$ cat src/rtl/fpcmp_pkg.sv
// Package: shared class encoding and condition-code bit positions for the
// floating-point compare unit. The class values of ZERO, FIN and INF are
// ordered by magnitude, so an unsigned compare of two classes ranks them.
package fpcmp_pkg;

    typedef enum logic [2:0] {
        CLS_ZERO = 3'd0,
        CLS_FIN  = 3'd1,
        CLS_INF  = 3'd2,
        CLS_QNAN = 3'd4,
        CLS_SNAN = 3'd5
    } fp_cls_e;

    localparam int CC_LT = 3;
    localparam int CC_GT = 2;
    localparam int CC_EQ = 1;
    localparam int CC_UN = 0;
    localparam int CC_W  = 4;

endpackage

$ cat src/rtl/fpcmp_classify.sv
// Module: fpcmp_classify
// Splits one operand into its sign, its class and its unsigned magnitude
// field {exponent, fraction}. Assumes the IEEE-754 layout sign|exp|frac.
// Subnormals are reported as finite nonzero values.
module fpcmp_classify #(
    parameter int EXP_W  = 11,
    parameter int FRAC_W = 52,
    localparam int W     = 1 + EXP_W + FRAC_W
) (
    input  logic                 [W-1:0] op,
    output logic                         sign,
    output fpcmp_pkg::fp_cls_e           cls,
    output logic                 [W-2:0] mag
);
    import fpcmp_pkg::*;

    logic [EXP_W-1:0]  exp_f;
    logic [FRAC_W-1:0] frac_f;

    assign sign   = op[W-1];
    assign exp_f  = op[W-2 -: EXP_W];
    assign frac_f = op[FRAC_W-1:0];
    assign mag    = op[W-2:0];

    // Assign the class from the exponent and fraction fields.
    always_comb begin
        if (&exp_f) begin
            if (frac_f == '0)
                cls = CLS_INF;
            else if (frac_f[FRAC_W-1])
                cls = CLS_QNAN;
            else
                cls = CLS_SNAN;
        end else if (exp_f == '0 && frac_f == '0) begin
            cls = CLS_ZERO;
        end else begin
            cls = CLS_FIN;
        end
    end

endmodule

$ cat src/rtl/fpcmp_decide.sv
// Module: fpcmp_decide
// Combinational compare decision. It works from the classified operands in a
// fixed order: NaN, both zero, sign, class, then magnitude. Assumes the inputs
// come from fpcmp_classify.
module fpcmp_decide #(
    parameter int MAG_W = 63
) (
    input  logic                          sign_a,
    input  fpcmp_pkg::fp_cls_e            cls_a,
    input  logic              [MAG_W-1:0] mag_a,
    input  logic                          sign_b,
    input  fpcmp_pkg::fp_cls_e            cls_b,
    input  logic              [MAG_W-1:0] mag_b,
    input  logic                          ordered_mode,
    input  logic                          inv_enable,
    output logic     [fpcmp_pkg::CC_W-1:0] cc,
    output logic                          snan,
    output logic                          vxc
);
    import fpcmp_pkg::*;

    logic qnan_any, snan_any, nan_any;
    logic mag_lt, mag_gt;

    assign qnan_any = (cls_a == CLS_QNAN) || (cls_b == CLS_QNAN);
    assign snan_any = (cls_a == CLS_SNAN) || (cls_b == CLS_SNAN);
    assign nan_any  = qnan_any || snan_any;

    // Rank the magnitudes: the class decides first, the bit field next.
    always_comb begin
        mag_lt = 1'b0;
        mag_gt = 1'b0;
        if (cls_a < cls_b)
            mag_lt = 1'b1;
        else if (cls_a > cls_b)
            mag_gt = 1'b1;
        else if (cls_a == CLS_FIN) begin
            mag_lt = mag_a < mag_b;
            mag_gt = mag_a > mag_b;
        end
    end

    // Produce the condition code and the two invalid flags.
    always_comb begin
        cc   = '0;
        snan = 1'b0;
        vxc  = 1'b0;
        if (nan_any) begin
            cc[CC_UN] = 1'b1;
            snan      = snan_any;
            vxc       = ordered_mode && (inv_enable || qnan_any);
        end else if (cls_a == CLS_ZERO && cls_b == CLS_ZERO) begin
            cc[CC_EQ] = 1'b1;
        end else if (sign_a != sign_b) begin
            if (sign_a) cc[CC_LT] = 1'b1;
            else        cc[CC_GT] = 1'b1;
        end else if (mag_lt) begin
            if (sign_a) cc[CC_GT] = 1'b1;
            else        cc[CC_LT] = 1'b1;
        end else if (mag_gt) begin
            if (sign_a) cc[CC_LT] = 1'b1;
            else        cc[CC_GT] = 1'b1;
        end else begin
            cc[CC_EQ] = 1'b1;
        end
    end

endmodule

$ cat src/rtl/fpcmp_unit.sv
// Module: fpcmp_unit (top)
// Floating-point compare with a one-hot condition code and invalid flags.
// Both operands are classified, a combinational decision is made, and one
// register stage follows. Assumes the inputs are already widened to the
// configured format. Outputs update only on cycles with in_valid high.
module fpcmp_unit #(
    parameter int EXP_W  = 11,
    parameter int FRAC_W = 52,
    localparam int W     = 1 + EXP_W + FRAC_W
) (
    input  logic         clk,
    input  logic         rst_n,
    input  logic         in_valid,
    input  logic [W-1:0] op_a,
    input  logic [W-1:0] op_b,
    input  logic         ordered_mode,
    input  logic         inv_enable,
    output logic         out_valid,
    output logic [3:0]   cc,
    output logic         flag_snan,
    output logic         flag_vxc
);
    import fpcmp_pkg::*;

    localparam int MAG_W = W - 1;

    logic             sign_a, sign_b;
    fp_cls_e          cls_a, cls_b;
    logic [MAG_W-1:0] mag_a, mag_b;
    logic [CC_W-1:0]  cc_d;
    logic             snan_d, vxc_d;

    fpcmp_classify #(.EXP_W(EXP_W), .FRAC_W(FRAC_W)) u_cls_a (
        .op(op_a), .sign(sign_a), .cls(cls_a), .mag(mag_a)
    );

    fpcmp_classify #(.EXP_W(EXP_W), .FRAC_W(FRAC_W)) u_cls_b (
        .op(op_b), .sign(sign_b), .cls(cls_b), .mag(mag_b)
    );

    fpcmp_decide #(.MAG_W(MAG_W)) u_decide (
        .sign_a(sign_a), .cls_a(cls_a), .mag_a(mag_a),
        .sign_b(sign_b), .cls_b(cls_b), .mag_b(mag_b),
        .ordered_mode(ordered_mode), .inv_enable(inv_enable),
        .cc(cc_d), .snan(snan_d), .vxc(vxc_d)
    );

    // Register the result on valid input cycles and track the valid bit.
    always_ff @(posedge clk) begin
        if (!rst_n) begin
            out_valid <= 1'b0;
            cc        <= '0;
            flag_snan <= 1'b0;
            flag_vxc  <= 1'b0;
        end else begin
            out_valid <= in_valid;
            if (in_valid) begin
                cc        <= cc_d;
                flag_snan <= snan_d;
                flag_vxc  <= vxc_d;
            end
        end
    end

endmodule

$ cat config.mk
export PLATFORM = sky130hd
export DESIGN_NAME = fpcmp_unit
export DESIGN_NICKNAME = d
export VERILOG_FILES = /design/src/rtl/fpcmp_pkg.sv /design/src/rtl/fpcmp_classify.sv /design/src/rtl/fpcmp_decide.sv /design/src/rtl/fpcmp_unit.sv
export SDC_FILE = /design/constraint.sdc
export NUM_CORES = 1
export LEC_CHECK = 0
export ABC_AREA = 1
export BUFFER_PORTS_ARGS = -buffer_cell sky130_fd_sc_hd__buf_4
export CAP_MARGIN = 20
export CORE_MARGIN = 10
export CORE_UTILIZATION = 44
export CTS_CLUSTER_SIZE = 30
export DETAILED_ROUTE_END_ITERATION = 12
export PLACE_DENSITY = 0.85
export SYNTH_ARGS = -nofsm -noshare
export SYNTH_HDL_FRONTEND = slang
export SYNTH_SLANG_ARGS = --single-unit
$ cat constraint.sdc
create_clock -name clk -period 2 [get_ports clk]
set_input_delay 0.3 -clock clk [delete_from_list [all_inputs] [get_ports clk]]
set_output_delay 0.3 -clock clk [all_outputs]
set_load 0.02 [all_outputs]
==> key figures <==
Outcome
  – Result of the run: finished with violations
  – Violations in the final reports: setup timing

Min path
  – Worst min-delay path class: in2reg
  – Worst Hold Path Cells: 3
  – Beginning of the worst hold path: rst_n
  – Worst-case hold path end point: out_valid

STA
  – Final worst-path cycle share: 1.087
  – Number of setup violations in the final report: 3
  – Slew of the pin with the lowest slew margin: 320.0 ps
  – Final hold violations: 0
  – Post-layout worst setup margin: -174.7 ps
  – Max-slew violation total from the final report: 0
  – Achievable Freq: 0.4598 GHz
  – Worst Hold Margin: 277.0 ps
  – Relative slew slack: 0.7847
  – Min Tclk post-route: about 2200 ps
  – Final worst clock skew: 0 ps
  – Unrepaired setup endpoints after global routing: true

Floorplanning
  – Core outline area: 6756 µm²
  – Count of boundary I/O pins: between 100 and 150
  – Effective utilization at floorplan: 0.4478
  – Vertical extent of the die: 102.9 µm
  – Floorplan die width: 102.9 µm
  – Total number of placement rows: 30
  – Area of the die: 10590 µm²

Worst setup path
  – Worst reg2reg path endpoint: flag_snan
  – Data arrival time at the worst-slack endpoint: 2340 ps
  – Startpoint of the most critical setup path: op_b[26]
  – Critical path required time: around 2200 ps
  – Start of the worst register-to-register path: flag_snan
  – Worst reg-to-reg path cell count: 2
  – Classification of the worst setup path: in2reg
  – Slack of the worst reg-to-reg path: 1360 ps
  – Critical-path maximum fanout: 3
  – Element type at the critical path end: flop
  – Critical path launch point type: primary input

Layout
  – Final antenna diode count: 0
  – Register Area: around 140 µm²
  – Ratio of cells with drive above 1 in the final layout: 0.4268
  – Area of combinational cells with multiple inputs: 2658 µm²
  – Final Net Count: 992
  – Total non-filler cell area in the finished layout: around 5300 µm²
  – Utilization of the core after routing: 0.7804
  – Area grow syn2layout: 74.28%
  – Fillcell total: 510

Synth
  – Yosys reg bits: 7
  – Area share of the largest cell type after synthesis: 0.2730
  – Synthesized net count: 739
  – Cell area after synthesis: 3025 µm²
  – Per-instance average area after synthesis: 5.603 µm²
  – Sequential-to-total area share from yosys stat: 0.04632
  – Dominant register cell in the synthesized netlist: dfxtp_1
  – Count of unique library cells instantiated by Yosys: 33
  – YS warnings: 0
  – Library cell with the largest summed area after synthesis: ha_1
  – Synth area leaders: ha_1 27%, nand2_1 19%, nor2_1 11%
  – Number of cells produced by synthesis: 540
  – Number of enable-type register cells in the synthesized netlist: 0
  – Asr flop ratio synth: 0

Clock tree
  – TritonCTS clock tree: yes
  – Total clock sinks: 7
  – CTS Buf Count: 3
  – Worst skew pair latency: 240 ps
  – Post-CTS Hold Fix Bufs: 0
  – Max Root-Sink Buffers: 2
  – Clock slew at the register clock pins of the worst setup and hold paths: 50 ps
  – Max H-tree Level: 1
  – CTS Root Buffer Type: clkbuf_8

Global routing
  – Remaining global-route overflow: 0
  – Busiest layer in global routing: met2
  – Pin count of the biggest net entering global routing: 8
  – Number of antenna violations at the first check in global routing: 0
  – Wire length of the first global-routing pass: ~19 mm
  – Grt met1 use: 0.2244
  – Met2 global-route usage: 0.4110
  – Routing usage on met3: 0.03418
  – Vias in the first global route: 4461
  – Combined global-route utilization of all metal layers: 0.2086

Routing
  – Routed via count: roughly 4300
  – Total wirelength of the detailed-routed design: 11.98 mm
  – Routed wire length per instance: 13.73 µm
  – Number of nets with antenna violations after routing: 0
  – Drc violations: 0
  – Per-cell via count in the routed design: 4.959
  – Initial drt markers: 158
  – Number of search-and-repair iterations in the first detailed-routing pass: 4

Run
  – Total of max-cap violations: 0

Place
  – Pre-CTS WS: -419.1 ps
  – Placed wire-length estimate after detailed placement: 10.37 mm
  – Port Buffer Count: 139
  – Placed inst area: roughly 5000 µm²
  – Placer Congestion: 0.8757

Power and ir drop
  – Tot Pwr: 1273 µW
  – Power per unit of standard cell area: 241.4 nW/µm²
  – Leakage: between 0.003 and 0.004 µW
  – Worst-case vdd ir drop: 191.6 µV
## critical path, cell delays in order
cell and delay [ps]:
buf_6 100, nor4_4 320, nand3_2 120, nor2_2 120, nand2_2 70, inv_2 80
nand4_4 80, nand2_2 80, inv_2 40, ha_4 250, nand3_2 60, inv_2 90
nand4_4 70, or2_4 240, nand3b_1 90, nand3_2 70, a21oi_2 130
## synth_stat cells, drive strengths merged (2+ instances only)
library cell	instances
ha	66
nand3b	3
clkinv	2
a21oi	24
inv	108
dfxtp	7
a21o	4
nand4	12
nor3	8
nand2	157
nor2	100
nor4	10
o21ai	4
nand3	25
or2	2
## power breakdown
part	total (µW)	internal, µW	switching [µW]
clock	209	139	70.0
combinational	913	492	422
sequential	151	147	3.50
total	1270	778	495
## registers in the layout, summed over array words and instances (netlist names)
| signal | count |
|---|---|
| out_valid | 1 |
| flag_vxc | 1 |
| flag_snan | 1 |
| cc | 4 |
## logic make-up after synthesis
kind of cell / Yosys count / synth area share
DFF: 7 / 0.04632
and+or+nand+nor: 321 / 0.4781
xor gates and xnor gates: 1 / 0.002895
AOI/OAI and AO/OA: 35 / 0.06328
buffers and inverters: 110 / 0.1365
adders and majority gates: 66 / 0.2730
## layer usage
| metal | vias to the layer above | share of wire |
|---|---|---|
| met5 | - | 0 |
| met1 | 1937 | 0.39 |
| met4 | 0 | 0.025 |
| li1 | 2220 | - |
| met2 | 141 | 0.52 |
| met3 | 26 | 0.066 |
## metrics by stage
step / std cells / TNS (ps)
finish: 872 / -403.3
global route: 872 / -900.9
CTS: 868 / -305.5
detailed placement: 862 / -1079
global placement: 862 / -976.4
floorplan: 540 / -203.1
## timing repair
item                       in CTS  in global routing
setup endpoints to repair       3                  3
hold endpoints to repair        0                  0
pin swaps                      17                 20
gates resized for setup        13                 42
setup buffers                   2                  4
## cell type report
type / instances / area share
inverters: 110 / 0.08021
flip-flops and latches: 7 / 0.02658
multi-input cells: 423 / 0.5040
well taps: 80 / 0.01898
clock buffers: 4 / 0.008543
repair buffers: 248 / 0.3617
## placed cells by master, fill, tap and decap left out, types with 8 or more instances in the layout
cell     count
inv_2       33
nand3_2      9
nor2_2      10
nor2_1      86
nand4_1      8
a21oi_1     22
inv_1       71
ha_1        64
buf_4      237
nand2_1    149
nand2_2      8
nand3_1     15
buf_6       10
## worst max-delay path by stage
stage / to / depth (start not counted) / slack (ps)
floorplan: cc[3] / 16 / -110
global placement: cc[3] / 17 / -360
detailed placement: cc[3] / 17 / -420
CTS: cc[3] / 17 / -120
global route: cc[3] / 17 / -340
finish: cc[3] / 17 / -170
No activity file was read; power rests on OpenSTA's default activity.
